**config.mk**
```make
export PLATFORM = sky130hd
export DESIGN_NAME = mem_bridge_master
export DESIGN_NICKNAME = d
export VERILOG_FILES = /design/src/rtl/bridge_pkg.sv /design/src/rtl/brg_req_latch.sv /design/src/rtl/brg_sequencer.sv /design/src/rtl/brg_rdata_hold.sv /design/src/rtl/mem_bridge_master.sv
export SDC_FILE = /design/constraint.sdc
export NUM_CORES = 1
export LEC_CHECK = 0
export BUFFER_PORTS_ARGS = -buffer_cell sky130_fd_sc_hd__buf_2
export CAP_MARGIN = 10
export CORE_MARGIN = 2
export CORE_UTILIZATION = 44
export DETAILED_ROUTE_END_ITERATION = 12
export PLACE_DENSITY = 0.79
export SLEW_MARGIN = 20
export SYNTH_ARGS = -nofsm -noshare
export SYNTH_HDL_FRONTEND = slang
export SYNTH_SLANG_ARGS = --single-unit
```
**constraint.sdc**
```tcl
create_clock -name clk -period 1.5 [get_ports clk]
set_clock_uncertainty 0.05 [all_clocks]
set_input_delay 0.3 -clock clk [delete_from_list [all_inputs] [get_ports clk]]
set_output_delay 0.3 -clock clk [all_outputs]
set_load 0.02 [all_outputs]
```
**src/rtl/bridge_pkg.sv**
```systemverilog
package bridge_pkg;
  typedef enum logic [1:0] {
    ST_IDLE = 2'd0,
    ST_CMD  = 2'd1,
    ST_DATA = 2'd2
  } seq_state_t;

  localparam int CNT_W = 2;
  localparam logic [CNT_W-1:0] CNT_START = 2'd3;
  localparam logic [CNT_W-1:0] CNT_FLOOR = 2'd1;
endpackage

```
**src/rtl/brg_req_latch.sv**
```systemverilog
module brg_req_latch #(
  parameter int ADDR_W = 24,
  parameter int DATA_W = 32
) (
  input  logic              clk,
  input  logic              rst,
  input  logic              load,
  input  logic [ADDR_W-1:0] in_addr,
  input  logic [DATA_W-1:0] in_wdata,
  output logic [ADDR_W-1:0] addr_q,
  output logic [DATA_W-1:0] wdata_q
);
  always_ff @(posedge clk) begin
    if (rst) begin
      addr_q  <= '0;
      wdata_q <= '0;
    end else if (load) begin
      addr_q  <= in_addr;
      wdata_q <= in_wdata;
    end
  end
endmodule

```
**src/rtl/brg_sequencer.sv**
```systemverilog
module brg_sequencer
  import bridge_pkg::*;
#(
  parameter bit LATENCY_AWARE = 1'b1
) (
  input  logic             clk,
  input  logic             rst,
  input  logic             req_rd,
  input  logic             req_wr,
  input  logic             waitreq,
  input  logic             rdv,
  output logic             load,
  output logic             capture,
  output logic             rd_q,
  output logic             wr_q,
  output logic [CNT_W-1:0] cnt_q
);
  seq_state_t state_q;
  logic       accept;

  always_comb begin
    accept = (state_q == ST_IDLE) && (req_rd || req_wr);
    load   = accept;
  end

  generate
    if (LATENCY_AWARE) begin : g_rdv
      assign capture = (state_q == ST_DATA) && rdv;
    end else begin : g_plain
      logic unused_rdv;
      assign unused_rdv = rdv;
      assign capture = (state_q == ST_CMD) && rd_q && !waitreq;
    end
  endgenerate

  always_ff @(posedge clk) begin
    if (rst) begin
      state_q <= ST_IDLE;
      rd_q    <= 1'b0;
      wr_q    <= 1'b0;
      cnt_q   <= '0;
    end else begin
      case (state_q)
        ST_IDLE: begin
          if (accept) begin
            rd_q    <= req_rd;
            wr_q    <= !req_rd;
            cnt_q   <= CNT_START;
            state_q <= ST_CMD;
          end
        end
        ST_CMD: begin
          if (!waitreq) begin
            rd_q <= 1'b0;
            wr_q <= 1'b0;
            if (LATENCY_AWARE && rd_q) begin
              cnt_q   <= CNT_FLOOR;
              state_q <= ST_DATA;
            end else begin
              cnt_q   <= '0;
              state_q <= ST_IDLE;
            end
          end else if (cnt_q > CNT_FLOOR) begin
            cnt_q <= cnt_q - 1'b1;
          end
        end
        ST_DATA: begin
          if (rdv) begin
            cnt_q   <= '0;
            state_q <= ST_IDLE;
          end
        end
        default: state_q <= ST_IDLE;
      endcase
    end
  end

  assert_strobe_held_R2: assert property (@(posedge clk) disable iff (rst)
    ((rd_q || wr_q) && waitreq) |=> (rd_q == $past(rd_q) && wr_q == $past(wr_q)));

  assert_count_start_R3: assert property (@(posedge clk) disable iff (rst)
    (req_rd || req_wr) && cnt_q == '0 |=> cnt_q == CNT_START);

  assert_idle_quiet_R4: assert property (@(posedge clk) disable iff (rst)
    cnt_q == '0 |-> (!rd_q && !wr_q));

  assert_one_strobe_R9: assert property (@(posedge clk) disable iff (rst)
    $onehot0({rd_q, wr_q}));
endmodule

```
**src/rtl/brg_rdata_hold.sv**
```systemverilog
module brg_rdata_hold #(
  parameter int DATA_W = 32
) (
  input  logic              clk,
  input  logic              rst,
  input  logic              capture,
  input  logic [DATA_W-1:0] din,
  output logic [DATA_W-1:0] dout
);
  always_ff @(posedge clk) begin
    if (rst)          dout <= '0;
    else if (capture) dout <= din;
  end
endmodule

```
**src/rtl/mem_bridge_master.sv**
```systemverilog
module mem_bridge_master
  import bridge_pkg::*;
#(
  parameter int ADDR_W        = 24,
  parameter int DATA_W        = 32,
  parameter bit LATENCY_AWARE = 1'b1
) (
  input  logic              clk,
  input  logic              rst,
  input  logic              cpu_rd,
  input  logic              cpu_wr,
  input  logic [ADDR_W-1:0] cpu_addr,
  input  logic [DATA_W-1:0] cpu_wdata,
  output logic [DATA_W-1:0] cpu_rdata,
  output logic [CNT_W-1:0]  cpu_ready_cnt,
  output logic [ADDR_W-1:0] av_address,
  output logic [DATA_W-1:0] av_writedata,
  output logic              av_read,
  output logic              av_write,
  input  logic              av_waitrequest,
  input  logic [DATA_W-1:0] av_readdata,
  input  logic              av_readdatavalid
);
  logic load;
  logic capture;

  brg_sequencer #(.LATENCY_AWARE(LATENCY_AWARE)) u_seq (
    .clk     (clk),
    .rst     (rst),
    .req_rd  (cpu_rd),
    .req_wr  (cpu_wr),
    .waitreq (av_waitrequest),
    .rdv     (av_readdatavalid),
    .load    (load),
    .capture (capture),
    .rd_q    (av_read),
    .wr_q    (av_write),
    .cnt_q   (cpu_ready_cnt)
  );

  brg_req_latch #(.ADDR_W(ADDR_W), .DATA_W(DATA_W)) u_latch (
    .clk      (clk),
    .rst      (rst),
    .load     (load),
    .in_addr  (cpu_addr),
    .in_wdata (cpu_wdata),
    .addr_q   (av_address),
    .wdata_q  (av_writedata)
  );

  brg_rdata_hold #(.DATA_W(DATA_W)) u_hold (
    .clk     (clk),
    .rst     (rst),
    .capture (capture),
    .din     (av_readdata),
    .dout    (cpu_rdata)
  );

  assert_bus_stable_R2: assert property (@(posedge clk) disable iff (rst)
    ((av_read || av_write) && av_waitrequest) |=>
      ($stable(av_address) && $stable(av_writedata)));

  assert_idle_keeps_data_R7: assert property (@(posedge clk) disable iff (rst)
    cpu_ready_cnt == '0 |=> $stable(cpu_rdata));

  assert_busy_ignores_req_R8: assert property (@(posedge clk) disable iff (rst)
    (cpu_ready_cnt != '0 && !av_read && !av_write) |=> (!av_read && !av_write));
endmodule

```
Yosys cells after proc, flatten, opt, wreduce, memory -nomap -nowiden
Cells that the tools add are included.
W data, S select, Z words.

cells by class
  add/sub/neg operators = 1
  muxes and demuxes = 15
  magnitude comparators = 1
  equality and inequality tests = 6
  reduce and logical (&&, ||, !) cells = 10

operators with widths
  kind                   number
  $mux W2                7
  $pmux W2 S3            2
  $ne A2 B2 Y1 const B   3
  $reduce_and A3 Y1      2
  $mux W1                4
  $pmux W1 S2            2
  $reduce_and A4 Y1      1
  $ne A3 B2 Y1 const B   1
  $reduce_bool A3 Y1     1
  $eq A2 B1 Y1 const B   1
  $eq A2 B2 Y1 const B   1
  $gt A2 B1 Y1 const B   1
  $logic_and A1 B1 Y1    2
  $logic_not A2 Y1       1
  $reduce_bool A2 Y1     1
  $sub A2 B1 Y2 const B  1
  $logic_not A1 Y1       1
  $logic_or A1 B1 Y1     1

word-level totals
  register bits after elaboration = 94
  output and inout bits = 92

Logic depth before layout (Yosys ltp)
Gate-level depths: netlist of the first run.

  depth after elaboration = 4
  mapped depth = 7

By module
Synthesis of the first run repeated with hierarchy kept, for this count alone.

second synthesis, totals
  cell total of the unflattened synthesis = 329
  area, all modules = 3,575.9 µm²

by module, submodules not included
  module          times used  sequential area each (µm²)  area an instance (µm²)  cells each
  brg_req_latch   1           1,121.1                     2,014.4                 180
  brg_rdata_hold  1           640.6                       1,163.6                 103
  brg_sequencer   1           120.1                       397.9                   46

Least setup slack after synthesis of the first run
Ideal clock, no wire load.

  kind = register to register
  from = register u_seq.cnt_q[1]
  to = register u_seq.cnt_q[1]
  library setup time = 69 ps
  cell stages (with the launch flop) = 7
  data arrival time = 1,386 ps
  required time = 1,381 ps
  slack = -4 ps
  path through = dfxtp_1 inv_1 ha_1 inv_1 a2111oi_1 nor2b_1 o21ai_1

between the ends
  cells in the longest elaborated chain, start to end = 4
  elaborated cells between the ends (all ways) = 7
  classes of those cells = 1 x add/sub; 1 x order compare; 1 x eq/ne; 3 x mux; 1 x reduce/logical

RTL lines
  element                   RTL line             text
  start: declaration        brg_sequencer.sv:16  output logic [CNT_W-1:0] cnt_q
  start signal: assignment  brg_sequencer.sv:64  cnt_q <= cnt_q - 1'b1;
  $sub A2 B1 Y2             brg_sequencer.sv:64
  $mux W2                   brg_sequencer.sv:63  end else if (cnt_q > CNT_FLOOR) begin
  $mux W2                   brg_sequencer.sv:53  if (!waitreq) begin
  $pmux W2 S3               brg_sequencer.sv:43  case (state_q)

Several ways; a longest one is shown, not always the timed one. The select of a mux whose other input is x is not followed.
A chain may end at the register's enable or synchronous reset.

Worst setup path in the final report of the first run
Same ends and word-level chain as after synthesis.

==> results of run 1 <==
[Yosys cell counts]
| library cell | number |
|---|---|
| dfxtp_1 | 94 |
| nand3_1 | 1 |
| ha_1 | 1 |
| inv_1 | 5 |
| o21a_1 | 1 |
| a21oi_1 | 94 |
| nor2b_1 | 1 |
| or3_1 | 1 |
| or2b_1 | 1 |
| nor4bb_1 | 1 |
| or3b_1 | 1 |
| a2bb2oi_1 | 1 |
| nand2_1 | 180 |
| nor2_2 | 1 |
| and2b_1 | 1 |
| buf_2 | 8 |
| buf_4 | 7 |
| clkbuf_1 | 11 |
| a22oi_1 | 1 |
| and2b_2 | 1 |
| a2111oi_1 | 1 |
| nor3b_1 | 1 |
| o21ai_1 | 3 |
| o32a_1 | 1 |
| nor2_1 | 4 |
| buf_6 | 4 |
| and2_1 | 1 |
| o221ai_1 | 1 |
| nor3_1 | 2 |
| nand2b_1 | 2 |
| o21ai_0 | 1 |
[routing by layer]
layer | GRT usage | up-vias | wire, um
li1 | - | 1744 | -
met1 | 0.236 | 1555 | 3600
met2 | 0.343 | 140 | 4110
met3 | 0.0698 | 13 | 847
met4 | 0.0796 | 0 | 132
met5 | 0 | - | 0
[what timing repair did]
action,4_1_cts,5_1_grt
hold buffers,0,0
setup endpoints to repair,1,34
resized for setup,1,4
[sequential cells by signal, summed over array words and instances (netlist names)]
signal,count
u_seq.cnt_q,2
u_hold.dout,32
u_seq.state_q,2
u_seq.rd_q,1
u_seq.wr_q,1
u_latch.wdata_q,32
u_latch.addr_q,24
[layout make-up]
cell class,count,area share
inverters,5,0.00401
flip-flops and latches,94,0.402
clock buffers,10,0.0294
clock inverters,6,0.0200
well taps,102,0.0272
repair buffers,193,0.225
multi-input cells,304,0.292
[per-stage QoR]
| step | power (uW) | worst slack, ns | instances |
|---|---|---|---|
| CTS | 5530 | 0.0310 | 714 |
| global placement | 3620 | 0.108 | 698 |
| detailed placement | 3650 | 0.0160 | 698 |
| global route | 5730 | 0.0153 | 714 |
| finish | 5460 | 0.104 | 714 |
| floorplan | 3280 | 0.0687 | 433 |
[power breakdown]
group | total (uW) | internal [uW] | leakage [uW] | switching (uW)
Clock | 1870 | 996 | 0.000113 | 871
Sequential | 2710 | 2630 | 0.000770 | 77.4
Combinational | 879 | 346 | 0.00134 | 533
[kinds of logic after synthesis]
logic type,after synthesis,synth area share
compound gates,104,0.158
fa+ha+maj,1,0.00365
buf+inv,35,0.0577
flops,94,0.549
simple gates,199,0.231
[worst min path at each step]
stage	startpoint	endpoint	slack, ns	depth (start not counted)
floorplan	cpu_addr[0]	u_latch.addr_q[0]	0.39	2
detailed placement	u_hold.dout[25]	u_hold.dout[25]	0.39	2
global route	av_readdata[19]	u_hold.dout[19]	0.11	3
finish	av_readdata[19]	u_hold.dout[19]	0.13	3
CTS	av_readdata[24]	u_hold.dout[24]	0.11	3
global placement	u_latch.addr_q[20]	u_latch.addr_q[20]	0.39	2
[critical path, stage by stage (launching register included)]
cell	delay (ns)
dfxtp_2	0.36
inv_1	0.06
ha_1	0.27
inv_1	0.05
a2111oi_2	0.33
nor2b_1	0.09
o21ai_1	0.13
==> results.md, run 1 <==
* Clk slew on worst S/H paths at 0.10 ns
* Setup TNS at 0 ns
* Via count at 3452
* Crit path arrival time at 1.62 ns
* CTS sink count at 94
* Most common cell after layout, fill and taps aside: buf_2
* Synth-to-Final Area Change at 36.7%
* Critical Path Sink: u_seq.cnt_q[1]
* Layout cells sized above 1 at 0.356
* Top post-synthesis cells by area: dfxtp_1, nand2_1, a21oi_1, buf_4, buf_6
* DRT iter0 DRCs at 133
* Placer Congestion at 0.773
* Worst EP required at 1.72 ns
* Synth cell types at 31
* Ports at 186
* Area leader, netlist: dfxtp_1
* GRT overflow at 0
* R2r worst-path depth at 6
* Initial core utilization at 0.448
* Worst r2r dst: u_seq.cnt_q[1]
* R2R Setup Slk at 0.10 ns
* Number of global-route vias before repair at 3187
* # Post-CTS Setup Buffers at 0
* Multi-input logic area at 0.00137 mm^2
* Reg2Reg Launch Point: u_seq.cnt_q[1]
* Via density at 4.83
* First drt pass iteration count at 4
* CTS Buffer Depth at 2
* Post-layout util at 0.613
* TritonCTS clock tree: done
* DP Wirelength at 6150 um
* Share of the cycle needed by the critical path after routing at 0.931
* Relative slew slack at 0.731
* Total Wirelength at 8680 um
* Register Area at 0.00189 mm^2
* Root cell of the clock tree: clkbuf_8
* H-tree Lvls at 3
* Worst hold slack at 0.127 ns
* Critical Path Source: u_seq.cnt_q[1]
* Unrepaired setup endpoints after global routing: false
* # Max-Cap Violations at 0
* Mapped Nets at 528
* Rows at 32
* Hold Violations, Final at 0
* Leakage at 0.00222 uW
* Status: completed
* Initial antenna violation count at 0
* Total CTS buffers at 9
* Worst-Margin Slew at 0.404 ns
* Mapped Cells at 433
* Synth Cell Area at 0.00343 mm^2
* Commonest cells after routing, fill and taps aside: buf_2, nand2_1, a21oi_1
* Die H at 92.3 um
* Worst Setup End Kind: register
* Synthesis Warnings at 0
* Die footprint at 0.00851 mm^2
* Top cell type's share of synthesized area at 0.549
* Pwr Density at 1160 mW/mm^2
* Hold Crit Class: in -> reg
* Ant diodes at 0
* Core area at 0.00765 mm^2
* Fmax at 0.716 GHz
* Final setup vio count at 0
* Worst setup SP type: register
* Dpl cell area at 0.00444 mm^2
* Tmin final at 1.40 ns
* Overall routing resource usage at 0.203
* Critical path class: reg -> reg
* Remaining antenna violation count at 0
* First-pass GRT wire length at 14000 um
* DIE WIDTH at 92.3 um
* Drc violations at 0
* Final #Nets at 702
* Synth Area per Inst at 7.92 um^2
* Clock Latency Late Sink at 0.34 ns
* Largest net degree at the start of global routing at 89
* Flops & latches, synth at 94
* CP max FO at 4
* Peak VDD IR at 680 uV
* Fin. max-slew vios at 0
* Fin area at 0.00469 mm^2
* WL/cell at 12.2 um
* Port bufs at 185
* Register area share after synthesis at 0.549
* FILL cells at 726
Power figures use the tool's default switching activity.
==> run 2, diff against run 1 <==
--- a/config.mk
+++ b/config.mk
@@ -5,12 +5,14 @@
 export SDC_FILE = /design/constraint.sdc
 export NUM_CORES = 1
 export LEC_CHECK = 0
+export ABC_AREA = 1
 export BUFFER_PORTS_ARGS = -buffer_cell sky130_fd_sc_hd__buf_2
 export CAP_MARGIN = 10
 export CORE_MARGIN = 2
-export CORE_UTILIZATION = 44
+export CORE_UTILIZATION = 46
+export CTS_BUF_LIST = sky130_fd_sc_hd__clkbuf_2 sky130_fd_sc_hd__clkbuf_4 sky130_fd_sc_hd__clkbuf_8
 export DETAILED_ROUTE_END_ITERATION = 12
-export PLACE_DENSITY = 0.79
+export PLACE_DENSITY = 0.82
 export SLEW_MARGIN = 20
 export SYNTH_ARGS = -nofsm -noshare
 export SYNTH_HDL_FRONTEND = slang
==> results.md, run 2 <==
* Post-layout util at 0.637 (+0.0243)
* Ant diodes at 0 (unchanged)
* Final #Nets at 706 (+0.57%)
* Share of the cycle needed by the critical path after routing at 0.887 (-0.0440)
* EDFF count, synth at 0 (unchanged)
* Remaining antenna violation count at 0 (unchanged)
* Ys flop type: dfxtp_1
* Top post-synthesis cells by area: dfxtp_1, nor2_1, o21ai_0, a21oi_1, inv_1
* # Post-CTS Setup Buffers at 0 (unchanged)
* Peak VDD IR at 430 uV (-37%)
* Area leader, netlist: dfxtp_1
* Count leader, synth: nor2_1
* Crit path arrival time at 1.56 ns (-0.06 ns)
* WL/cell at 12.1 um (-0.86%)
* DIE WIDTH at 90.3 um (-2.1%)
* Setup TNS at 0 ns (unchanged)
* Critical path class: reg -> reg
* CP max FO at 26 (+22)
* Rows at 31 (-3.1%)
* Total CTS buffers at 9 (unchanged)
* Post-synth top cells: nor2_1, dfxtp_1, o21ai_0, inv_1, a21oi_1
* H-tree Lvls at 3 (unchanged)
* Leakage at 0.00228 uW (+2.8%)
* CTS Buffer Depth at 2 (unchanged)
* Synth cell types at 22 (-29%)
* Top cell type's share of synthesized area at 0.549 (about the same)
* Relative slew slack at 0.825 (+0.0942)
* Status: completed
* TritonCTS clock tree: done
* Layout cells sized above 1 at 0.346 (-0.0104)
* DP Wirelength at 6350 um (+3.2%)
* Hold Violations, Final at 0 (unchanged)
* FILL cells at 645 (-11%)
* Clk slew on worst S/H paths at 0.09 ns (about the same)
* CTS sink count at 94 (unchanged)
* Synth Area per Inst at 7.86 um^2 (-0.72%)
* Largest regs: u_hold.dout (32), u_latch.wdata_q (32), u_latch.addr_q (24)
* Fin. max-slew vios at 0 (unchanged)
* Ports at 186 (unchanged)
* Worst setup SP type: register
* # Max-Cap Violations at 0 (unchanged)
* Worst Setup End Kind: register
* Worst EP required at 1.73 ns (about the same)
* Synthesis Warnings at 0 (unchanged)
* Register Area at 0.00188 mm^2 (-0.20%)
* DRT iter0 DRCs at 127 (-4.5%)
* Ys async rst share at 0 (unchanged)
* Synth-to-Final Area Change at 34.1%
* Worst-Margin Slew at 0.262 ns (-0.142 ns)
* Final setup vio count at 0 (unchanged)
* Tmin final at 1.33 ns (-0.0659 ns)
* Drc violations at 0 (unchanged)
* Largest net degree at the start of global routing at 65 (-27%)
* Post-CTS sizing at 0 (-1)
* Synth Cell Area at 0.00343 mm^2 (about the same)
* Initial antenna violation count at 0 (unchanged)
* Flops & latches, synth at 94 (unchanged)
* Placer Congestion at 0.791 (+2.3%)
* Overall routing resource usage at 0.211 (+0.00775)
* Fmax at 0.752 GHz (+5.0%)
* Clock Latency Late Sink at 0.34 ns (about the same)
* Via count at 3406 (-1.3%)
* Mapped Cells at 436 (+0.69%)
* Multi-input logic area at 0.00123 mm^2 (-10%)
* Root cell of the clock tree: clkbuf_8
* Register area share after synthesis at 0.549 (about the same)
* Mapped Nets at 531 (+0.57%)
* GRT overflow at 0 (unchanged)
* Number of global-route vias before repair at 3209 (+0.69%)
* Most common cell after layout, fill and taps aside: buf_2
* Cts hold-fix bufs at 0 (unchanged)
* Hold Crit Class: in -> reg
* Commonest cells after routing, fill and taps aside: buf_2, nor2_1, dfxtp_1
* First-pass GRT wire length at 14200 um (+1.2%)
* Pwr Density at 1140 mW/mm^2 (-1.7%)
* Via density at 4.76 (-1.5%)
* Initial core utilization at 0.475 (+0.0267)
* Total Wirelength at 8620 um (-0.73%)
* Core area at 0.00721 mm^2 (-5.7%)
* Die H at 90.3 um (-2.1%)
* First drt pass iteration count at 4 (unchanged)
* Die footprint at 0.00816 mm^2 (-4.2%)
* Unrepaired setup endpoints after global routing: false
* Port bufs at 185 (unchanged)
-- run 2: final timing paths --
| check | startpoint | to | slack, ns | cells after the start |
|---|---|---|---|---|
| max | u_seq.state_q[1] | u_seq.wr_q | 0.17 | 5 |
| min | cpu_wdata[14] | u_latch.wdata_q[14] | 0.13 | 3 |
| max reg2reg | u_seq.state_q[1] | u_seq.wr_q | 0.17 | 5 |
| min reg2reg | u_hold.dout[28] | u_hold.dout[28] | 0.39 | 2 |
-- run 2: per-stage QoR --
stage	area, um^2	total power, uW	hold slack (ns)	setup slack, ns	cells
floorplan	3430	3440	0.319	0.200	436
global placement	4410	3780	0.377	0.209	699
detailed placement	4410	3810	0.381	0.184	699
CTS	4590	5310	0.108	0.166	715
global route	4600	5530	0.131	0.0466	715
finish	4600	5260	0.131	0.170	715
-- run 2: cell type report --
type                            instances  share of cell area
Sequential cell                        94               0.409
Multi-Input combinational cell        273               0.268
Clock buffer                           10              0.0286
Clock inverter                          6              0.0101
Timing Repair Buffer                  191               0.223
Inverter                               42              0.0343
Tap cell                               99              0.0270
-- run 2: worst max-delay path, stage by stage (launching register included) --
cell	delay (ns)
dfxtp_1	0.39
nor2_4	0.17
o21ai_4	0.09
buf_4	0.21
or2_1	0.22
a21oi_1	0.13
-- run 2: report_power, final --
part / internal [uW] / switching (uW)
Combinational: 367 / 625
Clock: 630 / 875
Sequential: 2670 / 90.7
Total: 3670 / 1590
-- run 2: logic make-up (layout without fill, tap and decap cells) --
logic type / count (synthesis) / count (layout) / synth area share
adder cells (fa/ha/maj): 1 / 1 / 0.00365
AO/OA/AOI/OAI: 128 / 128 / 0.190
AND/OR/NAND/NOR: 144 / 144 / 0.165
flip-flops: 94 / 94 / 0.549
buffers and inverters: 69 / 249 / 0.0920
-- run 2: per-layer routing --
| layer | up-vias | track usage | part of all wire |
|---|---|---|---|
| met2 | 144 | 0.367 | 0.47 |
| li1 | 1739 | - | - |
| met3 | 17 | 0.0618 | 0.073 |
| met1 | 1506 | 0.248 | 0.43 |
| met5 | - | 0 | 0 |
| met4 | 0 | 0.0718 | 0.020 |
